==> config.mk <==
export PLATFORM = sky130hd
export DESIGN_NAME = spi_split_master
export DESIGN_NICKNAME = d
export VERILOG_FILES = /design/src/rtl/spi_split_pkg.sv /design/src/rtl/spi_rate_gen.sv /design/src/rtl/spi_shift_unit.sv /design/src/rtl/spi_split_master.sv
export SDC_FILE = /design/constraint.sdc
export NUM_CORES = 1
export LEC_CHECK = 0
export ABC_AREA = 1
export ABC_CLOCK_PERIOD_IN_PS = 2100
export BUFFER_PORTS_ARGS = -buffer_cell sky130_fd_sc_hd__buf_2
export CAP_MARGIN = 20
export CORE_MARGIN = 2
export CORE_UTILIZATION = 35
export CTS_CLUSTER_DIAMETER = 120
export DETAILED_ROUTE_END_ITERATION = 7
export SYNTH_ARGS = -nofsm -noshare
export SYNTH_HDL_FRONTEND = slang
export SYNTH_SLANG_ARGS = --single-unit
==> constraint.sdc <==
create_clock -name clk_i -period 2.1 [get_ports clk_i]
set_clock_uncertainty 0.05 [all_clocks]
set_input_delay 0.63 -clock clk_i [delete_from_list [all_inputs] [get_ports clk_i]]
set_output_delay 0.63 -clock clk_i [all_outputs]
set_load 0.05 [all_outputs]
==> src/rtl/spi_split_pkg.sv <==
package spi_split_pkg;
  typedef struct packed {
    logic cpol;
    logic tx_ph;
    logic rx_ph;
  } spi_cfg_t;
endpackage

==> src/rtl/spi_rate_gen.sv <==
module spi_rate_gen #(
  parameter int DIV_W  = 8,
  parameter int EDGE_W = 4
) (
  input  logic              clk_i,
  input  logic              rst_ni,
  input  logic              load_i,
  input  logic              run_i,
  input  logic [DIV_W-1:0]  div_i,
  input  logic              cpol_i,
  output logic              tick_o,
  output logic [EDGE_W-1:0] edge_idx_o,
  output logic              sclk_o
);
  logic [DIV_W-1:0]  div_q, cnt_q;
  logic [EDGE_W-1:0] edge_q;
  logic              sclk_q;

  assign tick_o     = run_i && (cnt_q == div_q);
  assign edge_idx_o = edge_q;
  assign sclk_o     = sclk_q;

  always_ff @(posedge clk_i or negedge rst_ni) begin
    if (!rst_ni) begin
      div_q  <= '0;
      cnt_q  <= '0;
      edge_q <= '0;
      sclk_q <= 1'b0;
    end else if (load_i) begin
      div_q  <= div_i;
      cnt_q  <= '0;
      edge_q <= '0;
      sclk_q <= cpol_i;
    end else if (run_i) begin
      if (cnt_q == div_q) begin
        cnt_q  <= '0;
        edge_q <= edge_q + 1'b1;
        sclk_q <= ~sclk_q;
      end else begin
        cnt_q <= cnt_q + 1'b1;
      end
    end
  end

  // clock toggles only when the half-period counter has expired
  assert_half_period_R8: assert property (@(posedge clk_i) disable iff (!rst_ni)
    (!$stable(sclk_q) && !$past(load_i)) |-> $past(cnt_q == div_q));
endmodule

==> src/rtl/spi_shift_unit.sv <==
module spi_shift_unit #(
  parameter int DATA_W = 8,
  parameter int EDGE_W = 4
) (
  input  logic              clk_i,
  input  logic              rst_ni,
  input  logic              load_i,
  input  logic [DATA_W-1:0] tx_byte_i,
  input  logic              tx_ph_i,
  input  logic              rx_ph_i,
  input  logic              tick_i,
  input  logic [EDGE_W-1:0] edge_idx_i,
  input  logic              last_i,
  input  logic              miso_i,
  output logic              mosi_o,
  output logic [DATA_W-1:0] rx_byte_o
);
  logic [DATA_W-1:0] tx_sr, rx_sr;
  logic              mosi_q;
  logic              odd_edge, launch, sample, slave_cap;

  // edge number is edge_idx + 1
  assign odd_edge  = ~edge_idx_i[0];
  assign launch    = tick_i && (tx_ph_i ? odd_edge : ~odd_edge) && !last_i;
  assign sample    = tick_i && (rx_ph_i ? ~odd_edge : odd_edge);
  assign slave_cap = tick_i && (tx_ph_i ? ~odd_edge : odd_edge);
  assign mosi_o    = mosi_q;

  always_ff @(posedge clk_i or negedge rst_ni) begin
    if (!rst_ni) begin
      tx_sr  <= '0;
      mosi_q <= 1'b0;
    end else if (load_i) begin
      if (tx_ph_i) begin
        tx_sr <= tx_byte_i;
      end else begin
        tx_sr  <= tx_byte_i << 1;
        mosi_q <= tx_byte_i[DATA_W-1];
      end
    end else if (launch) begin
      mosi_q <= tx_sr[DATA_W-1];
      tx_sr  <= tx_sr << 1;
    end
  end

  always_ff @(posedge clk_i or negedge rst_ni) begin
    if (!rst_ni) begin
      rx_sr     <= '0;
      rx_byte_o <= '0;
    end else begin
      if (sample) rx_sr <= {rx_sr[DATA_W-2:0], miso_i};
      if (tick_i && last_i)
        rx_byte_o <= rx_ph_i ? {rx_sr[DATA_W-2:0], miso_i} : rx_sr;
    end
  end

  assert_mosi_hold_R7: assert property (@(posedge clk_i) disable iff (!rst_ni)
    slave_cap |=> $stable(mosi_q));
  assert_rx_hold_R11: assert property (@(posedge clk_i) disable iff (!rst_ni)
    !(tick_i && last_i) |=> $stable(rx_byte_o));
endmodule

==> src/rtl/spi_split_master.sv <==
module spi_split_master
  import spi_split_pkg::*;
#(
  parameter int DATA_W = 8,
  parameter int DIV_W  = 8
) (
  input  logic              clk_i,
  input  logic              rst_ni,
  input  logic              start_i,
  input  logic [DATA_W-1:0] tx_byte_i,
  input  logic              cpol_i,
  input  logic              tx_phase_i,
  input  logic              rx_phase_i,
  input  logic [DIV_W-1:0]  div_i,
  output logic [DATA_W-1:0] rx_byte_o,
  output logic              busy_o,
  output logic              done_o,
  output logic              sclk_o,
  output logic              mosi_o,
  input  logic              miso_i
);
  localparam int EDGES  = 2 * DATA_W;
  localparam int EDGE_W = $clog2(EDGES);

  spi_cfg_t          cfg_in, cfg_q, cfg_eff;
  logic              busy_q, done_q, load, tick, last, sclk_raw;
  logic [EDGE_W-1:0] edge_idx;

  assign cfg_in  = '{cpol: cpol_i, tx_ph: tx_phase_i, rx_ph: rx_phase_i};
  assign load    = start_i && !busy_q;
  assign cfg_eff = load ? cfg_in : cfg_q;
  assign last    = (edge_idx == EDGE_W'(EDGES - 1));

  always_ff @(posedge clk_i or negedge rst_ni) begin
    if (!rst_ni) begin
      cfg_q  <= '0;
      busy_q <= 1'b0;
      done_q <= 1'b0;
    end else begin
      done_q <= tick && last;
      if (load) begin
        cfg_q  <= cfg_in;
        busy_q <= 1'b1;
      end else if (tick && last) begin
        busy_q <= 1'b0;
      end
    end
  end

  spi_rate_gen #(.DIV_W(DIV_W), .EDGE_W(EDGE_W)) u_rate (
    .clk_i      (clk_i),
    .rst_ni     (rst_ni),
    .load_i     (load),
    .run_i      (busy_q),
    .div_i      (div_i),
    .cpol_i     (cfg_in.cpol),
    .tick_o     (tick),
    .edge_idx_o (edge_idx),
    .sclk_o     (sclk_raw)
  );

  spi_shift_unit #(.DATA_W(DATA_W), .EDGE_W(EDGE_W)) u_shift (
    .clk_i      (clk_i),
    .rst_ni     (rst_ni),
    .load_i     (load),
    .tx_byte_i  (tx_byte_i),
    .tx_ph_i    (cfg_eff.tx_ph),
    .rx_ph_i    (cfg_eff.rx_ph),
    .tick_i     (tick),
    .edge_idx_i (edge_idx),
    .last_i     (last),
    .miso_i     (miso_i),
    .mosi_o     (mosi_o),
    .rx_byte_o  (rx_byte_o)
  );

  assign busy_o = busy_q;
  assign done_o = done_q;
  assign sclk_o = busy_q ? sclk_raw : cpol_i;

  assert_clk_idle_R2: assert property (@(posedge clk_i) disable iff (!rst_ni)
    $fell(busy_q) |-> (sclk_raw == cfg_q.cpol));
  assert_done_pulse_R9: assert property (@(posedge clk_i) disable iff (!rst_ni)
    done_q |=> !done_q);
  assert_done_ends_busy_R9: assert property (@(posedge clk_i) disable iff (!rst_ni)
    done_q |-> !busy_q);
  assert_start_ignored_R10: assert property (@(posedge clk_i) disable iff (!rst_ni)
    (busy_q && start_i && !tick) |=> $stable(edge_idx) && $stable(cfg_q));
endmodule

### Yosys cells after proc, flatten, opt, wreduce, memory -nomap -nowiden

Index checks and enable logic that the tools add are counted.

* input port bits: 23
* bits in registers: 50
* output and inout bits: 12
* word-level logic and storage cells: 55

* mux-type cells: 22
* bitwise operators: 2
* reduce and logical (&&, ||, !) cells: 14
* eq/ne operators: 3
* $add $sub $neg: 2

Operators with widths (count)
* $mux 8: 7
* $mux 4: 3
* $mux 1: 11
* $add 8x1->8 const B: 1
* $eq 8x8->1: 1
* $reduce_bool 2->1: 4
* $logic_and 1x1->1: 6
* $add 4x1->4 const B: 1
* $eq 4x4->1 const B: 1
* $reduce_and 2->1: 2
* $logic_not 1->1: 2
* $mux 2: 1
* $ne 2x2->1 const B: 1
* $not 1->1: 2

### Depth between registers and ports, before layout

Gate-level depths: netlist of run 1.

* word-level depth: 8
* gate-level depth with buffers: 12
* mapped depth without buffers: 11

### Modules after synthesis

A second synthesis of run 1 with hierarchy kept.

* cells, all modules: 354
* area, all modules: 2738.9 um2

Modules (own cells, without submodules)
* spi_shift_unit: instances 1, area each 1301.2 um2, cells each 163, sequential area each 625.6 um2
* spi_rate_gen: instances 1, area each 1261.2 um2, cells each 168, sequential area each 525.5 um2
* spi_split_master: instances 1, area each 176.4 um2, cells each 23, sequential area each 100.1 um2

### Worst setup path after synthesis of run 1

Ideal clock, no wire load.

* path type: reg-to-output
* start: reg busy_q, in the netlist busy_o
* end: out sclk_o
* data arrival time: 1.231 ns
* setup slack: 0.189 ns
* buffers on the path: 1
* data required time: 1.420 ns
* stages on the path, launching flop included: 5
* path through: dfrtp_1 buf_6 inv_2 nand2_1 nand2_1

* word-level cells in the longest chain between the ends: 1

Ends and longest elaborated chain
* from (decl): line spi_split_master.sv:26 `logic busy_q, done_q, load, tick, last, sclk_raw;`
* from (signal assigned): line spi_split_master.sv:37 `busy_q <= 1'b0;`
* from (signal assigned): line spi_split_master.sv:43 `busy_q <= 1'b1;`
* from (signal assigned): line spi_split_master.sv:45 `busy_q <= 1'b0;`
* $mux 1: line spi_split_master.sv:79 `assign sclk_o = busy_q ? sclk_raw : cpol_i;`
* to (decl): line spi_split_master.sv:18 `output logic sclk_o,`

No other way between the ends.

### Final worst setup path of run 1

* start: reg busy_q, in the netlist busy_o
* end: out busy_o

RTL lines
* to (decl): line spi_split_master.sv:16 `output logic busy_o,`

No word-level cell between the ends.

==> summary.md, run 1 <==
| Metric | Value |
|---|---|
| Buffers added on ports | `34` |
| Number of global-route vias before repair | `about 1900` |
| Cts hold-fix bufs | `0` |
| Count of state elements after synthesis | `50` |
| Required @ worst endpoint | `about 1.4 ns` |
| CTS root buf | `sky130_fd_sc_hd__clkbuf_8` |
| Post-Route Utilization | `41.4%` |
| Syn Nets | `343` |
| Clock buffers created by TritonCTS | `5` |
| R2R depth | `11` |
| Count of endpoints failing setup in the final report | `0` |
| Routed via count divided by cell count | `4.51` |
| Layout area overhead | `16.1%` |
| WL final | `roughly 5 mm` |
| Synth unique cells | `27` |
| Static Leak | `1.48 nW` |
| Gate Count Post-Synth | `approximately 320` |
| Hpwl dp | `3.80 mm` |
| H-tree depth | `2` |
| Hold Violations, Final | `0` |
| Slowest library cell on the worst path | `sky130_fd_sc_hd__dfrtp_1` |
| Crit path buf inv count | `2` |
| Most frequent standard cell in the layout excluding fill and tap cells | `sky130_fd_sc_hd__nand2_1` |
| Maximum root-to-sink buffer count | `2` |
| Number of clock sinks | `50` |
| Effective utilization at floorplan | `between 30% and 40%` |
| Post-CTS sizing | `0` |
| First-pass iteration count of the detailed router | `4` |
| Global placer's final weighted congestion | `0.754` |
| Family with the most delay on the worst path | `flip-flops` |
| Worst setup path class | `reg -> out` |
| Result of the run | `complete, no violations` |
| Core region area | `between 7000 and 8000 um2` |
| Wire length of the first global-routing pass | `8.63 mm` |
| Die height | `89.5 um` |
| Total routing usage reported by global routing | `13.9%` |
| Clock slew at reported path FFs | `0.10 ns` |
| Mean instance size in the synthesized netlist | `8.05 um2` |
| Clock period minus worst slack | `approximately 2.0 ns` |
| Class of the worst hold path | `in -> async` |
| Final-layout fill cell count | `741` |
| Routed length on met3 | `approximately 120 um` |
| Arr. time, crit path | `roughly 1.3 ns` |
| Total number of nets in the final design | `just under 400` |
| Reported max-cap violation count | `0` |
| Setup crit start kind | `register` |
| Top_reg_cell synth | `sky130_fd_sc_hd__dfrtp_1` |
| Core Rows | `31` |
| Share of layout cells above drive strength 1 | `between 20% and 30%` |
| Rel. slew slack | `70.5%` |
| Fmax achieved | `between 500 and 600 MHz` |
| Register area | `1250 um2` |
| Number of slew-limit violations in the final report | `0` |
| Area of combinational cells with multiple inputs | `1130 um2` |
| TritonCTS clock tree | `built` |
| Pwr/cell area | `970 nW/um2` |
| Floorplan die width | `around 90 um` |
| Via Count | `2081` |
| Final clock period utilization by the worst path | `93.1%` |
| Reg2Reg Launch Point | `u_rate.cnt_q[7]` |
| Number of DRC violations after detailed routing | `0` |
| Antenna Nets Post-Route | `0` |
| Worst vdd ir | `~0.26 mV` |
| Met1 wire length | `2.43 mm` |
| Wire length on met2 | `2.52 mm` |
| Clk_lat worst skew | `0.31 ns` |
| Netlist area before placement | `2560 um2` |
| Top metal layer carrying routed signals | `met4` |
| Top Ports | `35` |
| Maximum number of pins on one net before global-route repair | `34` |
| Total die area | `8020 um2` |
| Syn. warnings | `0` |
| Endpoint of the most critical register-to-register path | `u_shift.rx_sr[1]` |
| Max Fanout on Critical Path | `6` |
| Worst setup EP type | `primary output` |
| Slew of the pin with the lowest slew margin | `0.442 ns` |
| Critical-path cell list | `buf_4 -> buf_2` |
| Final total negative setup slack | `0 ns` |
| Average wire per cell in the routed design | `11.2 um` |
| Inserted Diodes | `0` |
| Setup slack, reg-to-reg | `~0.35 ns` |
| Number of flops mapped to enable cells by yosys | `0` |
| Total grt overflow | `0` |
| Violation count after the first detailed-route iteration | `78` |
| Setup repair after global routing missed its margin | `false` |
| Initial antenna violation count | `0` |
| Top library cells by usage in the layout, fill and taps aside | `106 x sky130_fd_sc_hd__nand2_1, 50 x sky130_fd_sc_hd__dfrtp_1, 34 x sky130_fd_sc_hd__buf_2` |
| Asr flop ratio synth | `100%` |
| Number of setup buffers added after CTS | `0` |
| Sequential share of the synthesized area | `about half` |
| Longest individual stage delay on the worst path | `0.48 ns` |
-- state kept, by name, indices dropped and copies added (netlist names) --
name,cells
u_shift.rx_byte_o,8
done_o,1
cfg_q,2
u_rate.sclk_o,1
u_rate.edge_idx_o,4
u_rate.div_q,8
busy_o,1
u_rate.cnt_q,8
u_shift.tx_sr,8
u_shift.rx_sr,8
u_shift.mosi_o,1
-- cells by family (layout without fill, tap and decap cells) --
family | count (synthesis) | after routing | share of synthesized area, %
compound gates | 42 | 42 | 9.53
flops | 50 | 50 | 48.9
fa+ha+maj | 2 | 2 | 0.977
xor+xnor | 9 | 9 | 3.08
buf+inv | 41 | 85 | 6.89
simple gates | 174 | 174 | 30.7
-- worst reg2reg max path, cell delays in order (launching register included) --
cell	delay [ns]
sky130_fd_sc_hd__dfrtp_1	0.41
sky130_fd_sc_hd__inv_2	0.05
sky130_fd_sc_hd__nand2_1	0.05
sky130_fd_sc_hd__nand2_1	0.05
sky130_fd_sc_hd__nor2_1	0.20
sky130_fd_sc_hd__nand2_2	0.10
sky130_fd_sc_hd__nor2_4	0.16
sky130_fd_sc_hd__nand2_4	0.11
sky130_fd_sc_hd__clkinv_2	0.07
sky130_fd_sc_hd__nand2_2	0.20
sky130_fd_sc_hd__nand2_1	0.14
sky130_fd_sc_hd__o21ai_2	0.06
-- per-stage QoR --
step / instance area, um2 / power, mW / setup WS, ns / instances / hold slack [ns]
6_report: 2970 / 2.89 / 0.144 / 461 / 0.206
3_3_place_gp: 2890 / 2.34 / 0.182 / 453 / 0.405
5_1_grt: 2970 / 3.15 / 0.0565 / 461 / 0.219
3_5_place_dp: 2890 / 2.36 / 0.130 / 453 / 0.408
2_1_floorplan: 2560 / 2.12 / 0.189 / 318 / 0.284
4_1_cts: 2970 / 2.93 / 0.123 / 461 / 0.213
-- area by class of cell --
cell class                 count  area share (%)
inverter                      34            4.33
clock inverter                 2           0.463
multi-input combinational    227            38.1
tap                           99            4.16
timing repair buffer          43            8.41
clock buffer                   6            2.44
sequential                    50            42.1
-- routing by layer --
metal	global-route usage (%)	vias up
met3	3.05	6
met4	5.29	0
li1	-	1097
met5	0	-
met2	22.9	27
met1	17.7	951
-- report_power, final --
| part | switching (mW) | internal [mW] |
|---|---|---|
| Combinational | 0.564 | 0.358 |
| Clock | 0.313 | 0.236 |
| Sequential | 0.207 | 1.21 |
| Total | 1.08 | 1.80 |
-- worst max-delay path by stage --
stage	slack, ns	cells after the start	from	end
floorplan	0.19	4	busy_o	sclk_o
global placement	0.18	9	start_i	u_shift.rx_sr[3]
detailed placement	0.13	9	start_i	u_shift.rx_sr[3]
CTS	0.12	2	busy_o	busy_o
global route	0.06	2	busy_o	busy_o
finish	0.14	2	busy_o	busy_o
-- cell usage after synthesis (all sizes together), types with 2 or more instances --
master / instances / share of area, %
o21ai: 35 / 7.9
dfrtp: 50 / 49
ha: 2 / 0.98
nand4: 3 / 0.73
nand2: 115 / 18
nor2: 21 / 4.8
nand3: 34 / 6.8
xor2: 7 / 2.4
inv: 33 / 4.8
o22ai: 6 / 1.5
xnor2: 2 / 0.68
buf: 6 / 1.7
No activity file was read; power rests on OpenSTA's default activity.
==> run 2: changes to the inputs <==
CORE_ASPECT_RATIO = 1.1   (was unset)
==> summary.md, run 2 (synthesis gave the netlist of run 1 again) <==
| Metric | Value |
|---|---|
| Result of the run | `complete, no violations` |
| Effective utilization at floorplan | `between 30% and 40%` |
| Worst setup path class | `reg -> out` |
| H-tree depth | `2` |
| Global routing usage on met1 | `17.7%` |
| Most frequent standard cell in the layout excluding fill and tap cells | `sky130_fd_sc_hd__nand2_1` |
| Violation count after the first detailed-route iteration | `just under 70` |
| Core region area | `7050 um2` |
| Antenna Nets Post-Route | `0` |
| Inserted Diodes | `0` |
| First-pass iteration count of the detailed router | `4` |
| Capture point of the critical path | `sclk_o` |
| Hold Violations, Final | `0` |
| Crit path buf inv count | `2` |
| Setup repair after global routing missed its margin | `false` |
| Most frequent CP cell | `sky130_fd_sc_hd__nand2_1` |
| Rel. slew slack | `between 70 and 80%` |
| Number of clock sinks | `50` |
| Share of layout cells above drive strength 1 | `22.1%` |
| Instance area at placement | `between 2000 and 3000 um2` |
| Routed via count divided by cell count | `4.72` |
| Global placer's final weighted congestion | `0.735` |
| Final clock period utilization by the worst path | `94.6%` |
| TritonCTS clock tree | `built` |
| Final instance area | `2980 um2` |
| Buffers added on ports | `34` |
| Maximum root-to-sink buffer count | `2` |
| WL final | `5.28 mm` |
| Longest individual stage delay on the worst path | `0.50 ns` |
| Final total negative setup slack | `0 ns` |
| Met2 track demand over resource | `24.3%` |
| Floorplan die width | `85.6 um` |
| Timing startpoint of the critical path | `busy_o` |
| Number of logic stages on the critical path including buffering | `4` |
| Initial antenna violation count | `0` |
| Max Fanout on Critical Path | `8` |
| Final-layout fill cell count | `728` |
| Endpoint of the most critical register-to-register path | `u_shift.rx_sr[3]` |
| Fmax achieved | `504 MHz` |
| Clk_lat worst skew | `0.30 ns` |
| Number of slew-limit violations in the final report | `0` |
| Number of setup buffers added after CTS | `0` |
| Critical-path cell list | `inv_2 -> nand2_1 -> nand2_1 -> buf_2` |
| Average wire per cell in the routed design | `11.8 um` |
| Busiest layer in global routing | `met2` |
| Static Leak | `1.49 nW` |
| Clock period minus worst slack | `1.99 ns` |
| Clock buffers created by TritonCTS | `5` |
| Layout area overhead | `16.4%` |
| Cts hold-fix bufs | `0` |
| Pwr/cell area | `approximately 1000 nW/um2` |
| Required @ worst endpoint | `~1.4 ns` |
| Wire length of the first global-routing pass | `8.94 mm` |
| Top Ports | `35` |
| Clock slew at reported path FFs | `around 0.090 ns` |
| Core Rows | `32` |
| Arr. time, crit path | `1.31 ns` |
| R2R depth | `11` |
| Family with the most delay on the worst path | `flip-flops` |
| Min setup slack post-route | `between 0.1 and 0.15 ns` |
| Top library cells by usage in the layout, fill and taps aside | `106 x sky130_fd_sc_hd__nand2_1, 50 x sky130_fd_sc_hd__dfrtp_1, 34 x sky130_fd_sc_hd__buf_2` |
| Register area | `1250 um2` |
| Setup crit start kind | `register` |
| CTS root buf | `sky130_fd_sc_hd__clkbuf_8` |
| Via Count | `2109` |
| Reported max-cap violation count | `0` |
| Total die area | `8020 um2` |
| Slowest library cell on the worst path | `sky130_fd_sc_hd__dfrtp_1` |
| Hpwl dp | `3.88 mm` |
| Die height | `93.7 um` |
| Total number of nets in the final design | `386` |
| Slew of the pin with the lowest slew margin | `between 0.3 and 0.4 ns` |
| Total grt overflow | `0` |
| Number of DRC violations after detailed routing | `0` |
| Setup slack, reg-to-reg | `0.29 ns` |
| Post-CTS sizing | `0` |
| Area of combinational cells with multiple inputs | `1130 um2` |
| Count of endpoints failing setup in the final report | `0` |
| Number of global-route vias before repair | `2008` |
| Class of the worst hold path | `in -> async` |
| Reg2Reg Launch Point | `u_rate.cnt_q[7]` |
| Worst vdd ir | `0.477 mV` |
| Met3 usage | `2.20%` |
| Maximum number of pins on one net before global-route repair | `51` |
| Dpl ws | `0.155 ns` |
| Worst setup EP type | `primary output` |
| Total routing usage reported by global routing | `14.1%` |
## run 2: cell types whose count changed in the layout (fill, tap and decap cells not counted)
| cell | delta |
|---|---|
| sky130_fd_sc_hd__clkinv_4 | -1 |
| sky130_fd_sc_hd__bufinv_16 | +1 |
| sky130_fd_sc_hd__clkinv_2 | -1 |
| sky130_fd_sc_hd__clkinvlp_4 | +1 |
## run 2: layout make-up
cell class	count	area share, %
Clock buffer	6	2.43
Tap cell	85	3.57
Sequential cell	50	42.0
Multi-Input combinational cell	227	38.0
Clock inverter	2	1.26
Timing Repair Buffer	43	8.40
Inverter	34	4.32
## run 2: where the power goes
part	internal, mW	leakage [nW]	total (mW)	switching [mW]
logic	0.358	0.837	0.930	0.572
clock network	0.356	0.0514	0.672	0.317
registers	1.21	0.601	1.42	0.211
total	1.92	1.49	3.02	1.10
## run 2: how the worst min path moves through the flow
stage,from,to,slack [ns],depth (start not counted)
final,rst_ni,done_o,0.25,2
after global routing,rst_ni,u_rate.cnt_q[2],0.28,2
after CTS,rst_ni,u_shift.rx_byte_o[4],0.26,2
after detailed placement,u_shift.rx_byte_o[3],u_shift.rx_byte_o[3],0.40,2
after global placement,u_shift.rx_byte_o[3],u_shift.rx_byte_o[3],0.40,2
after floorplan,rst_ni,busy_o,0.28,0
## run 2: layer usage
| layer | up-vias | share of wire [%] | wire, um |
|---|---|---|---|
| met1 | 978 | 47 | 2460 |
| li1 | 1099 | - | - |
| met4 | 0 | 1.7 | 89 |
| met2 | 25 | 48 | 2550 |
| met3 | 7 | 3.4 | 182 |
| met5 | - | 0 | 0 |
## run 2: per-stage QoR
stage | power (mW) | cells | hold slack (ns) | utilization [%]
finish | 3.02 | 447 | 0.248 | 42.3
global route | 3.27 | 447 | 0.282 | 42.3
CTS | 3.06 | 447 | 0.257 | 42.3
detailed placement | 2.38 | 439 | 0.404 | 40.7
global placement | 2.34 | 439 | 0.401 | 40.7
floorplan | 2.12 | 318 | 0.284 | -
==> run 3: changes to the inputs <==
CTS_BUF_LIST = sky130_fd_sc_hd__clkbuf_8 sky130_fd_sc_hd__clkbuf_16   (was unset)
PLACE_DENSITY = 0.54   (was unset)
==> summary.md, run 3 (synthesis gave the netlist of run 1 again) <==
| Metric | Value |
|---|---|
| Final total negative setup slack | `0 ns` |
| Part of the power in the clock network | `22.8%` |
| Clock period minus worst slack | `2.01 ns` |
| Required @ worst endpoint | `1.42 ns` |
| Total die area | `8020 um2` |
| Wire length of the first global-routing pass | `9.29 mm` |
| Global placer's final weighted congestion | `0.776` |
| Clk_lat worst skew | `0.30 ns` |
| Min setup slack post-route | `0.0932 ns` |
| Setup crit start kind | `register` |
| Buffers added on ports | `34` |
| Via Count | `2098` |
| Placed Instances | `440` |
| Count of endpoints failing setup in the final report | `0` |
| WL final | `5.37 mm` |
| Worst vdd ir | `0.448 mV` |
| Number of DRC violations after detailed routing | `0` |
| Top Ports | `35` |
| Share of layout cells above drive strength 1 | `22.4%` |
| Post-CTS sizing | `0` |
| Result of the run | `complete, no violations` |
| H-tree depth | `2` |
| Register share of total power | `between 40% and 50%` |
| Core Rows | `32` |
| Final instance area | `approximately 3000 um2` |
| Routed via count divided by cell count | `4.69` |
| Final clock period utilization by the worst path | `about 96%` |
| Class of the worst hold path | `in -> async` |
| Worst setup path class | `reg -> out` |
| TritonCTS clock tree | `built` |
| Pwr/cell area | `1010 nW/um2` |
| Effective utilization at floorplan | `36.3%` |
| Number of slew-limit violations in the final report | `0` |
| Clock slew at reported path FFs | `roughly 0.080 ns` |
| Layout area overhead | `16.8%` |
| Hpwl dp | `about 3.9 mm` |
| Initial antenna violation count | `0` |
| Number of clock sinks | `50` |
| Number of standard cells in the final layout excluding fillers | `447` |
| Busiest layer in global routing | `met2` |
| Net switching fraction of the power | `35.8%` |
| R2R depth | `11` |
| Clock buffers created by TritonCTS | `5` |
| Cts hold-fix bufs | `0` |
| Total Power Consumption | `3.03 mW` |
| Global routing usage on met1 | `19.2%` |
| Violation count after the first detailed-route iteration | `69` |
| Core region area | `7050 um2` |
| Met3 usage | `approximately 3%` |
| Rel. slew slack | `75.5%` |
| Total routing usage reported by global routing | `14.6%` |
| First-pass iteration count of the detailed router | `4` |
| Arr. time, crit path | `between 1 and 1.5 ns` |
| Fmax achieved | `498 MHz` |
| Reported max-cap violation count | `0` |
| Met2 track demand over resource | `23.7%` |
| Antenna Nets Post-Route | `0` |
| CTS root buf | `sky130_fd_sc_hd__clkbuf_8` |
| Maximum number of pins on one net before global-route repair | `just over 50` |
| Floorplan die width | `85.6 um` |
| Switching pwr | `1.09 mW` |
| Max Fanout on Critical Path | `8` |
| Dpl ws | `0.111 ns` |
| Hold Violations, Final | `0` |
| Combinational fraction of design power | `30.6%` |
| Maximum root-to-sink buffer count | `2` |
| Static Leak | `1.50 nW` |
| Hold_ws | `0.264 ns` |
| Top library cells by usage in the layout, fill and taps aside | `106 x sky130_fd_sc_hd__nand2_1, 50 x sky130_fd_sc_hd__dfrtp_1, 34 x sky130_fd_sc_hd__buf_2` |
| Die height | `around 94 um` |
| Total grt overflow | `0` |
| Total number of nets in the final design | `approximately 390` |
| Inserted Diodes | `0` |
| Number of setup buffers added after CTS | `0` |
| Number of global-route vias before repair | `2018` |
| Int Pwr | `1.95 mW` |
| Post-Route Utilization | `around 42%` |
| Most frequent standard cell in the layout excluding fill and tap cells | `sky130_fd_sc_hd__nand2_1` |
| Slew of the pin with the lowest slew margin | `roughly 0.37 ns` |
| Setup repair after global routing missed its margin | `false` |
| Worst setup EP type | `primary output` |
| Average wire per cell in the routed design | `~12 um` |
| Instance area at placement | `2880 um2` |
==> run 3: cell count changes in the layout (fill, tap and decap cells not counted) <==
cell                         change
sky130_fd_sc_hd__buf_4           +1
sky130_fd_sc_hd__clkbuf_1        -1
sky130_fd_sc_hd__clkbuf_8        +1
sky130_fd_sc_hd__clkinvlp_4      -1
==> run 3: final timing paths <==
check	start	to	slack [ns]
max in group asynchronous	rst_ni	u_shift.rx_byte_o[6]	1.51
worst max-delay path	busy_o	sclk_o	0.09
min in group clk_i	u_shift.rx_byte_o[4]	u_shift.rx_byte_o[4]	0.42
worst max register to register	u_rate.cnt_q[7]	u_shift.rx_sr[2]	0.32
worst min register to register	u_shift.rx_byte_o[4]	u_shift.rx_byte_o[4]	0.42
worst min-delay path	rst_ni	u_rate.div_q[2]	0.26
==> run 3: area by class of cell <==
| type | instances | area, um2 |
|---|---|---|
| well taps | 85 | 106 |
| flip-flops and latches | 50 | 1250 |
| repair buffers | 44 | 258 |
| inverters | 34 | 129 |
| fillers | 737 | 4060 |
| multi-input cells | 227 | 1130 |
| clock inverters | 1 | 30.0 |
| clock buffers | 6 | 82.6 |
==> run 3: worst max-delay path, cell delays in order, from the launching register on <==
cell and delay (ns):
sky130_fd_sc_hd__dfrtp_1 0.52, sky130_fd_sc_hd__inv_2 0.13, sky130_fd_sc_hd__nand2_1 0.07, sky130_fd_sc_hd__nand2_1 0.06, sky130_fd_sc_hd__buf_2 0.26
==> run 3: routing by layer <==
metal | part of all wire [%] | wire length [um] | vias up
li1 | - | - | 1104
met1 | 48 | 2590 | 960
met2 | 47 | 2530 | 28
met3 | 3.4 | 180 | 6
met4 | 1.3 | 69 | 0
met5 | 0 | 0 | -
==> run 3: power groups by stage <==
stage | combinational (mW) | clock (mW) | sequential (mW)
2_1_floorplan | 0.667 | 0 | 1.45
3_3_place_gp | 0.921 | 0 | 1.43
3_5_place_dp | 0.937 | 0 | 1.44
4_1_cts | 0.942 | 0.724 | 1.42
5_1_grt | 1.07 | 0.753 | 1.46
6_report | 0.927 | 0.690 | 1.42
